==> config.mk <==
export PLATFORM = sky130hd
export DESIGN_NAME = reg_alu_exec
export DESIGN_NICKNAME = d
export VERILOG_FILES = /design/src/rtl/rax_pkg.sv /design/src/rtl/rax_decode.sv /design/src/rtl/rax_alu.sv /design/src/rtl/rax_regfile.sv /design/src/rtl/reg_alu_exec.sv
export SDC_FILE = /design/constraint.sdc
export NUM_CORES = 2
export LEC_CHECK = 0
export BUFFER_PORTS_ARGS = -buffer_cell sky130_fd_sc_hd__buf_2
export CAP_MARGIN = 25
export CORE_UTILIZATION = 41
export CTS_CLUSTER_DIAMETER = 30
export DETAILED_ROUTE_END_ITERATION = 12
export SYNTH_ARGS = -nofsm -noshare
export SYNTH_HDL_FRONTEND = slang
export SYNTH_HIERARCHICAL = 1
export SYNTH_SLANG_ARGS = --single-unit
==> constraint.sdc <==
create_clock -name clk -period 7.7 [get_ports clk]
set_input_delay 0.385 -clock clk [delete_from_list [all_inputs] [get_ports clk]]
set_output_delay 0.385 -clock clk [all_outputs]
set_load 0.02 [all_outputs]
==> src/rtl/rax_pkg.sv <==
`timescale 1ns/1ps
package rax_pkg;
  localparam int IDX_W = 3;
  localparam int NREG  = 1 << IDX_W;

  localparam logic [7:0] OPC_ADD  = 8'h01;
  localparam logic [7:0] OPC_OR   = 8'h09;
  localparam logic [7:0] OPC_ESC  = 8'h0F;
  localparam logic [7:0] OPC_AND  = 8'h21;
  localparam logic [7:0] OPC_SUB  = 8'h29;
  localparam logic [7:0] OPC_XOR  = 8'h31;
  localparam logic [7:0] OPC_CMP  = 8'h39;
  localparam logic [7:0] OPC_XCHG = 8'h87;
  localparam logic [7:0] OPC_MOV  = 8'h89;
  localparam logic [7:0] OPC_GRP  = 8'hFF;
  localparam logic [7:0] OPC_MUL2 = 8'hAF;

  typedef enum logic [3:0] {
    ALU_NONE, ALU_ADD, ALU_SUB, ALU_AND, ALU_OR, ALU_XOR, ALU_CMP,
    ALU_MOV, ALU_XCHG, ALU_MUL, ALU_INC, ALU_DEC
  } alu_op_e;

  typedef struct packed {
    alu_op_e          op;
    logic [IDX_W-1:0] a_idx;  // first operand, primary write target
    logic [IDX_W-1:0] b_idx;  // second operand, swap target
    logic             bad;
  } dec_t;
endpackage

==> src/rtl/rax_decode.sv <==
`timescale 1ns/1ps
module rax_decode
  import rax_pkg::*;
(
  input  logic [7:0] op0,
  input  logic [7:0] op1,
  input  logic [7:0] modrm,
  output dec_t       dec
);
  logic             mode_ok;
  logic             uses_sel;
  logic [IDX_W-1:0] fld_src;
  logic [IDX_W-1:0] fld_dst;

  assign mode_ok = (modrm[7:6] == 2'b11);
  assign fld_src = modrm[5:3];
  assign fld_dst = modrm[2:0];

  always_comb begin
    dec.op    = ALU_NONE;
    dec.a_idx = fld_dst;
    dec.b_idx = fld_src;
    uses_sel  = 1'b1;
    case (op0)
      OPC_ADD:  dec.op = ALU_ADD;
      OPC_SUB:  dec.op = ALU_SUB;
      OPC_AND:  dec.op = ALU_AND;
      OPC_OR:   dec.op = ALU_OR;
      OPC_XOR:  dec.op = ALU_XOR;
      OPC_CMP:  dec.op = ALU_CMP;
      OPC_MOV:  dec.op = ALU_MOV;
      OPC_XCHG: dec.op = ALU_XCHG;
      OPC_ESC: begin
        // the product lands in the source-field register
        dec.a_idx = fld_src;
        dec.b_idx = fld_dst;
        if (op1 == OPC_MUL2) dec.op = ALU_MUL;
      end
      OPC_GRP: begin
        if (fld_src == 3'd0)      dec.op = ALU_INC;
        else if (fld_src == 3'd1) dec.op = ALU_DEC;
      end
      default: begin
        if (op0[7:4] == 4'h4) begin
          uses_sel  = 1'b0;
          dec.a_idx = op0[IDX_W-1:0];
          dec.op    = op0[3] ? ALU_DEC : ALU_INC;
        end
      end
    endcase
    dec.bad = (dec.op == ALU_NONE) || (uses_sel && !mode_ok);
  end
endmodule

==> src/rtl/rax_alu.sv <==
`timescale 1ns/1ps
module rax_alu
  import rax_pkg::*;
#(
  parameter int DATA_W = 32
) (
  input  alu_op_e           op,
  input  logic [DATA_W-1:0] a,
  input  logic [DATA_W-1:0] b,
  output logic [DATA_W-1:0] res_a,
  output logic [DATA_W-1:0] res_b,
  output logic              wr_a,
  output logic              wr_b,
  output logic              flg_upd,
  output logic              sf_n,
  output logic              zf_n,
  output logic              of_n
);
  localparam int MSB = DATA_W - 1;
  localparam logic [DATA_W-1:0] ONE = {{(DATA_W-1){1'b0}}, 1'b1};

  logic [DATA_W-1:0] sum;
  logic [DATA_W-1:0] diff;
  logic [DATA_W-1:0] prod;
  logic [DATA_W-1:0] fval;

  assign sum  = a + b;
  assign diff = a - b;
  assign prod = a * b;

  always_comb begin
    res_a   = a;
    res_b   = a;
    wr_a    = 1'b0;
    wr_b    = 1'b0;
    flg_upd = 1'b0;
    of_n    = 1'b0;
    fval    = a;
    case (op)
      ALU_ADD: begin
        res_a = sum; wr_a = 1'b1; flg_upd = 1'b1; fval = sum;
        of_n  = (a[MSB] == b[MSB]) && (sum[MSB] != a[MSB]);
      end
      ALU_SUB, ALU_CMP: begin
        res_a = diff; wr_a = (op == ALU_SUB); flg_upd = 1'b1; fval = diff;
        of_n  = (a[MSB] != b[MSB]) && (diff[MSB] != a[MSB]);
      end
      ALU_AND: begin res_a = a & b; wr_a = 1'b1; flg_upd = 1'b1; fval = a & b; end
      ALU_OR:  begin res_a = a | b; wr_a = 1'b1; flg_upd = 1'b1; fval = a | b; end
      ALU_XOR: begin res_a = a ^ b; wr_a = 1'b1; flg_upd = 1'b1; fval = a ^ b; end
      ALU_MOV:  begin res_a = b; wr_a = 1'b1; end
      ALU_XCHG: begin res_a = b; res_b = a; wr_a = 1'b1; wr_b = 1'b1; end
      ALU_MUL:  begin res_a = prod; wr_a = 1'b1; end
      ALU_INC:  begin res_a = a + ONE; wr_a = 1'b1; end
      ALU_DEC:  begin res_a = a - ONE; wr_a = 1'b1; end
      default: ;
    endcase
    sf_n = fval[MSB];
    zf_n = (fval == '0);
  end
endmodule

==> src/rtl/rax_regfile.sv <==
`timescale 1ns/1ps
module rax_regfile #(
  parameter int DATA_W = 32,
  parameter int NREG   = 8,
  parameter int IDX_W  = 3
) (
  input  logic                   clk,
  input  logic                   rst_n,
  input  logic                   we_a,
  input  logic [IDX_W-1:0]       wa_idx,
  input  logic [DATA_W-1:0]      wa_data,
  input  logic                   we_b,
  input  logic [IDX_W-1:0]       wb_idx,
  input  logic [DATA_W-1:0]      wb_data,
  input  logic                   ld_en,
  input  logic [IDX_W-1:0]       ld_idx,
  input  logic [DATA_W-1:0]      ld_data,
  input  logic [IDX_W-1:0]       ra_idx,
  input  logic [IDX_W-1:0]       rb_idx,
  input  logic [IDX_W-1:0]       rc_idx,
  output logic [DATA_W-1:0]      ra_data,
  output logic [DATA_W-1:0]      rb_data,
  output logic [DATA_W-1:0]      rc_data,
  output logic [NREG*DATA_W-1:0] all_q
);
  logic [DATA_W-1:0] q [NREG];

  for (genvar i = 0; i < NREG; i++) begin : g_ent
    logic              en;
    logic [DATA_W-1:0] d;
    always_comb begin
      en = 1'b0;
      d  = q[i];
      if (ld_en && ld_idx == IDX_W'(i)) begin en = 1'b1; d = ld_data; end
      if (we_a && wa_idx == IDX_W'(i))  begin en = 1'b1; d = wa_data; end
      if (we_b && wb_idx == IDX_W'(i))  begin en = 1'b1; d = wb_data; end
    end
    always_ff @(posedge clk or negedge rst_n) begin
      if (!rst_n)  q[i] <= '0;
      else if (en) q[i] <= d;
    end
    assign all_q[i*DATA_W +: DATA_W] = q[i];
  end

  assign ra_data = q[ra_idx];
  assign rb_data = q[rb_idx];
  assign rc_data = q[rc_idx];
endmodule

==> src/rtl/reg_alu_exec.sv <==
`timescale 1ns/1ps
module reg_alu_exec
  import rax_pkg::*;
#(
  parameter int DATA_W = 32
) (
  input  logic              clk,
  input  logic              rst_n,
  input  logic              start,
  input  logic [7:0]        op0,
  input  logic [7:0]        op1,
  input  logic [7:0]        modrm,
  input  logic              ld_en,
  input  logic [2:0]        ld_idx,
  input  logic [DATA_W-1:0] ld_data,
  input  logic [2:0]        rd_idx,
  output logic [DATA_W-1:0] rd_data,
  output logic              done,
  output logic              illegal,
  output logic              sf,
  output logic              zf,
  output logic              of
);
  // reset: asserted asynchronously, released on a clock edge
  logic [1:0] rst_sync_q;
  logic       rst_i_n;
  always_ff @(posedge clk or negedge rst_n) begin
    if (!rst_n) rst_sync_q <= 2'b00;
    else        rst_sync_q <= {rst_sync_q[0], 1'b1};
  end
  assign rst_i_n = rst_sync_q[1];

  dec_t              dec;
  logic [DATA_W-1:0] opa, opb;
  logic [DATA_W-1:0] res_a, res_b;
  logic              wr_a, wr_b, flg_upd, sf_n, zf_n, of_n;
  logic              exec_en;
  logic [NREG*DATA_W-1:0] rf_all;

  rax_decode u_dec (.op0(op0), .op1(op1), .modrm(modrm), .dec(dec));

  rax_alu #(.DATA_W(DATA_W)) u_alu (
    .op(dec.op), .a(opa), .b(opb), .res_a(res_a), .res_b(res_b),
    .wr_a(wr_a), .wr_b(wr_b), .flg_upd(flg_upd),
    .sf_n(sf_n), .zf_n(zf_n), .of_n(of_n)
  );

  assign exec_en = start && !dec.bad;

  rax_regfile #(.DATA_W(DATA_W), .NREG(NREG), .IDX_W(IDX_W)) u_rf (
    .clk(clk), .rst_n(rst_i_n),
    .we_a(exec_en && wr_a), .wa_idx(dec.a_idx), .wa_data(res_a),
    .we_b(exec_en && wr_b), .wb_idx(dec.b_idx), .wb_data(res_b),
    .ld_en(ld_en), .ld_idx(ld_idx), .ld_data(ld_data),
    .ra_idx(dec.a_idx), .rb_idx(dec.b_idx), .rc_idx(rd_idx),
    .ra_data(opa), .rb_data(opb), .rc_data(rd_data), .all_q(rf_all)
  );

  // flag next state
  logic [2:0] flg_d, flg_q;
  logic       flg_en;
  assign flg_en = exec_en && flg_upd;
  assign flg_d  = {sf_n, zf_n, of_n};

  always_ff @(posedge clk or negedge rst_i_n) begin
    if (!rst_i_n)    flg_q <= 3'b000;
    else if (flg_en) flg_q <= flg_d;
  end
  assign {sf, zf, of} = flg_q;

  // completion status
  logic done_d, ill_d, done_q, ill_q;
  assign done_d = start;
  assign ill_d  = start && dec.bad;
  always_ff @(posedge clk or negedge rst_i_n) begin
    if (!rst_i_n) begin
      done_q <= 1'b0;
      ill_q  <= 1'b0;
    end else begin
      done_q <= done_d;
      ill_q  <= ill_d;
    end
  end
  assign done    = done_q;
  assign illegal = ill_q;
endmodule

Yosys cells after proc, flatten, opt, wreduce, memory -nomap -nowiden --
Cells that the tools add are included.
Word-level totals: output and inout bits 37, logic and storage cells 212, input bits 66, register bits after elaboration 263
Operators by class: reductions and logical operators 63, mux-type cells 73, add/sub/neg operators 4, multiply operators 1, eq/ne operators 50, bitwise logic cells 6, magnitude comparators 3
Operators with widths (number):
- $mux W32 | 30
- $bmux W32 S3 | 3
- $pmux W32 S9 | 1
- $pmux W32 S5 | 1
- $pmux W4 S10 | 1
- $eq A3 B3 Y1 const B | 12
- $add A32 B1 Y32 const B | 1
- $add A32 B32 Y32 | 1
- $and A32 B32 Y32 | 1
- $eq A8 B6 Y1 const B | 4
- $eq A8 B8 Y1 const B | 4
- $logic_and A1 B1 Y1 | 32
- $logic_not A32 Y1 | 1
- $mul A32 B32 Y32 | 1
- $or A32 B32 Y32 | 1
- $sub A32 B1 Y32 const B | 1
- $sub A32 B32 Y32 | 1
- $xor A32 B32 Y32 | 1
- $mux W1 | 29
- $reduce_bool A3 Y1 | 8
- $eq A4 B3 Y1 const B | 5
- $eq A3 B2 Y1 const B | 6
- $reduce_or A9 Y1 | 2
- $eq A4 B4 Y1 const B | 4
- other kinds (23) | 49

Logic depth before layout (Yosys ltp) --
depth in word-level cells 13, gate-level depth with buffers 42, mapped depth without buffers 36

Modules after synthesis --
Netlist, hierarchy kept.
Modules (own cells, without submodules):
- rax_alu | area each 23158.5 um^2, instances 1, cells an instance 2947, sequential area each 0.0 um^2
- rax_regfile | area each 20915.1 um^2, instances 1, cells an instance 1947, sequential area each 6406.1 um^2
- rax_decode | area each 430.4 um^2, instances 1, cells an instance 63, sequential area each 0.0 um^2
- reg_alu_exec | area each 271.5 um^2, instances 1, cells an instance 15, sequential area each 175.2 um^2

Worst setup path after synthesis --
Ideal clock, no wire load.
path kind input to register, start point in op0[5], end point reg u_rf.q (netlist bit u_rf/all_q[126]), path slack -2.648 ns, stages 39, required time 7.558 ns, data arrival time 10.206 ns, setup time 0.142 ns, path buffers 6, cell sequence buf_6 -> or4_4 -> nor2_4 -> a22oi_1 -> nand2_1 -> buf_2 -> buf_2 -> mux4_2 -> mux2_2 -> clkbuf_1 -> inv_1 -> clkbuf_1 -> nor2_1 -> fa_1 -> fa_1 -> fa_1 -> inv_1 -> fa_1 -> [... 3 more ...] -> fa_1 -> inv_1 -> fa_1 -> fa_1 -> ha_1 -> a21o_1 -> a21o_1 -> a2111oi_0 -> o41ai_1 -> nor3_1 -> a21oi_1 -> a31oi_1 -> xor2_1 -> o221ai_1 -> o32a_1 -> clkbuf_1 -> mux2i_1 -> a211oi_1
RTL lines:
- start: declaration | RTL line reg_alu_exec.sv:10 | input logic [7:0] op0,
- end signal: indexed assignment | RTL line rax_regfile.sv:39 | if (!rst_n) q[i] <= '0;
- end signal: indexed assignment | RTL line rax_regfile.sv:40 | else if (en) q[i] <= d;
- end: declaration | RTL line rax_regfile.sv:26 | logic [DATA_W-1:0] q [NREG];

==> flow_summary_export.csv <==
group,metric,value,unit
clock_network,root_buffer,"clkbuf_16",
synthesis,synth.area.mux_share,18.2,%
global_route,grt_pass1_wl,322,mm
placed_design,dpl-instance-area,52000,sq um
global_route,grt_start_max_net_pins,150,
synthesis,synth_area,44800,sq um
finish,areaGrowthSynthToFinish,25.6,%
clock_network,clkSinkCount,263,
placed_design,io_buffers,102,
clock_network,cts_buffers,73,
placed_design,place_ws,-2.78,ns
floorplanning,fp.dieArea,111000,sq um
sta,hold_viol_final,0,
synthesis,synth_compound_area_share,13.4,%
synthesis,synth_top_family_by_area,"adder cells",
floorplanning,placementRows,120,
sta,period_needed,9.59,ns
hold_path,min_path_type,"in2async",
synthesis,synth-edff-count,0,
run_status,status,"complete, but fails checks",
worst_setup_path,cp_common_cell,"fa_1",
run,drv_cap,0,
finish,fillCellCount,9786,
run_status,failed_checks,"negative setup slack",
global_route,grt_use_total,40.1,%
synthesis,synth_area_leader_cell,"fa_1",
synthesis,yosysUniqueCellTypes,127,
sta,fin_crit_sh,125,%
clock_network,cts_tree,"yes",
finish,postLayoutCellArea,56200,sq um
worst_setup_path,timing_worst_setup_path_type,"in2reg",
worst_setup_path,crit_fanout,8,
global_route,overflow,0,
worst_setup_path,cp-end-kind,"register",
synthesis,ys_seq_area_share,14.7,%
synthesis,synthTopCellsByArea,"fa_1 18%, dfrtp_1 15%, mux4_2 9.7%",
clock_network,insertion_delay,0.62,ns
synthesis,syn_avg_cell_area,9.01,sq um
floorplanning,die_x,332,um
detailed_routing,avgRoutedWirePerCell,32.6,um
clock_network,cts.htree.levels,3,
synthesis,synthSimpleGateAreaFrac,16.9,%
worst_setup_path,cp-startpoint,"op0[5]",
detailed_routing,vias,46500,
floorplanning,io-pin-count,103,
synthesis,synth_flop_cell,"dfrtp_1",
detailed_routing,drtPass1Iterations,11,
detailed_routing,route.detailed.drc,0,
clock_network,cts_buffer_depth,3,
sta,fmax,104,MHz
worst_setup_path,timing.rr.start,"u_rf/all_q[100]$_DFFE_PN0P_",
worst_setup_path,crit_arrival,10.03,ns
synthesis,ys_warn_count,6,
sta,max_slew_margin,20.8,%
floorplanning,core_area,108000,sq um
detailed_routing,drtIter0Drc,6362,
sta,clock_skew,0.0392,ns
worst_setup_path,start_kind,"primary input",
placed_design,place_congestion,1.04,
sta,worst_pin_slew,1.19,ns
synthesis,synth_nets,5697,
sta,layout_setup_ws,-1.89,ns
synthesis,synth_top_cell_area_share,18.4,%
detailed_routing,drtAntennaViolNets,0,
synthesis,postSynthCellCount,4972,
sta,rsz0062_at_grt,"yes",
synthesis,async_flop_share,100,%
placed_design,hpwlAfterDp,161,mm
finish,drive_gt1_share,30.9,%
worst_setup_path,crit_slowest_cell,"fa_2",
detailed_routing,vias_per_cell,6.66,
floorplanning,die_h,332,um
worst_setup_path,required,8.14,ns
synthesis,synth-adder-area-share,25.3,%
sta,slew_viol_final,0,
sta,setup_violations,192,
worst_setup_path,max_stage_delay,0.60,ns
detailed_routing,wl,227,mm
synthesis,ys_seq_elements,263,
finish,fin_nets,6242,
global_route,grt_pass1_vias,46600,
global_route,antenna_found_initial,12,
clock_network,clkTransAtPathRegs,0.05,ns
synthesis,synth-xor-area-share,2.17,%
floorplanning,start_util,41.6,%
[synth_stat cells, types with 18 or more instances]
cell and number:
o21a_1 27, a221oi_1 20, a21oi_1 131, nor2_1 706, o21ai_0 78, ha_1 248, a211oi_1 255, nand2b_1 18
buf_2 108, nand2_1 314, nor4_1 279, mux2_2 99, a21o_1 36, clkbuf_1 274, inv_1 466, buf_1 78
o21bai_1 19, a211oi_2 22, nor2b_1 21, nand3_1 41, nor3_1 28, mux2i_1 263, fa_1 411, xnor2_1 78
o211ai_1 24, dfrtp_1 263, buf_4 44, mux4_2 192, xor2_1 33
[kinds of logic after synthesis]
| kind of cell | count (synthesis) |
|---|---|
| XOR/XNOR | 111 |
| multiplexers | 560 |
| other | 1 |
| buffers and inverters | 1001 |
| adder cells (fa/ha/maj) | 659 |
| AO/OA/AOI/OAI | 814 |
| flip-flops | 263 |
| AND/OR/NAND/NOR | 1563 |
[path summary, 6_finish.rpt]
| path | to | cells past startpoint | slack, ns |
|---|---|---|---|
| max in group asynchronous | u_rf/all_q[48]$_DFFE_PN0P_ | 1 | 5.77 |
| max | u_rf/all_q[254]$_DFFE_PN0P_ | 36 | -1.89 |
| min reg2reg | rst_sync_q[1]$_DFF_PN0_ | 0 | 0.36 |
| min | rst_sync_q[0]$_DFF_PN0_ | 2 | 0.09 |
| min in group clk | u_rf/all_q[225]$_DFFE_PN0P_ | 3 | 0.19 |
| max reg2reg | u_rf/all_q[254]$_DFFE_PN0P_ | 32 | -1.09 |
[layout by cell type, fill, tap and decap left out, types with 225 or more instances in the layout]
master,netlist,layout
inv_1,466,436
mux2i_1,263,257
fa_1,411,390
ha_1,248,225
dfrtp_1,263,262
a211oi_1,255,234
nor4_1,279,279
buf_4,44,806
nand2_1,314,307
nor2_1,706,691
[layout make-up]
| type | instances | area, sq um | share of cell area [%] |
|---|---|---|---|
| Sequential cell | 263 | 6590 | 11.7 |
| Clock inverter | 37 | 579 | 1.03 |
| Inverter | 481 | 1870 | 3.33 |
| Tap cell | 1403 | 1760 | 3.12 |
| Clock buffer | 94 | 2050 | 3.64 |
| Multi-Input combinational cell | 3713 | 35400 | 62.9 |
| Timing Repair Buffer | 985 | 8000 | 14.2 |
| Antenna cell | 4 | 10.0 | 0.0178 |
[per-layer routing]
layer	up-vias	wire length, um	global-route usage [%]
li1	18600	-	-
met1	22900	81900	50.4
met2	3821	94300	58.2
met3	1164	31600	12.9
met4	12	19200	27.9
met5	-	171	0
[state kept, by name, indices dropped and copies added, names as in the netlist]
register / cells
done: 1
flg_q: 3
illegal: 1
rst_sync_q: 2
u_rf/all_q: 256
[timing repair]
item / in CTS / in global routing
pin swaps: 74 / 46
gates resized for setup: 154 / 75
cloned: 5 / 2
endpoints found under the setup margin: 192 / 192
endpoints found under the hold margin: 3 / 0
setup buffers: 30 / 11
hold buffers: 2 / 0
[critical path: cells and delay by family]
kind | cells | cell delay (ns)
fa+ha+maj | 9 | 4.41
compound gates | 9 | 1.70
mux | 3 | 0.93
buf+inv | 9 | 1.11
simple gates | 5 | 1.27
xor+xnor | 1 | 0.21
[per-stage QoR]
step,cells,setup TNS [ns],hold slack (ns),utilization [%]
floorplan,4972,-220.26,0.0894,-
global placement,6789,-375.92,0.171,48.3
detailed placement,6794,-386.36,0.174,48.3
CTS,6960,-204.24,0.0858,51.7
global route,6979,-272.51,0.108,52.2
finish,6980,-231.21,0.0917,52.2
Power is not shown: default switching activity piles up to over one toggle a cycle in this logic, so the estimate is an artifact.
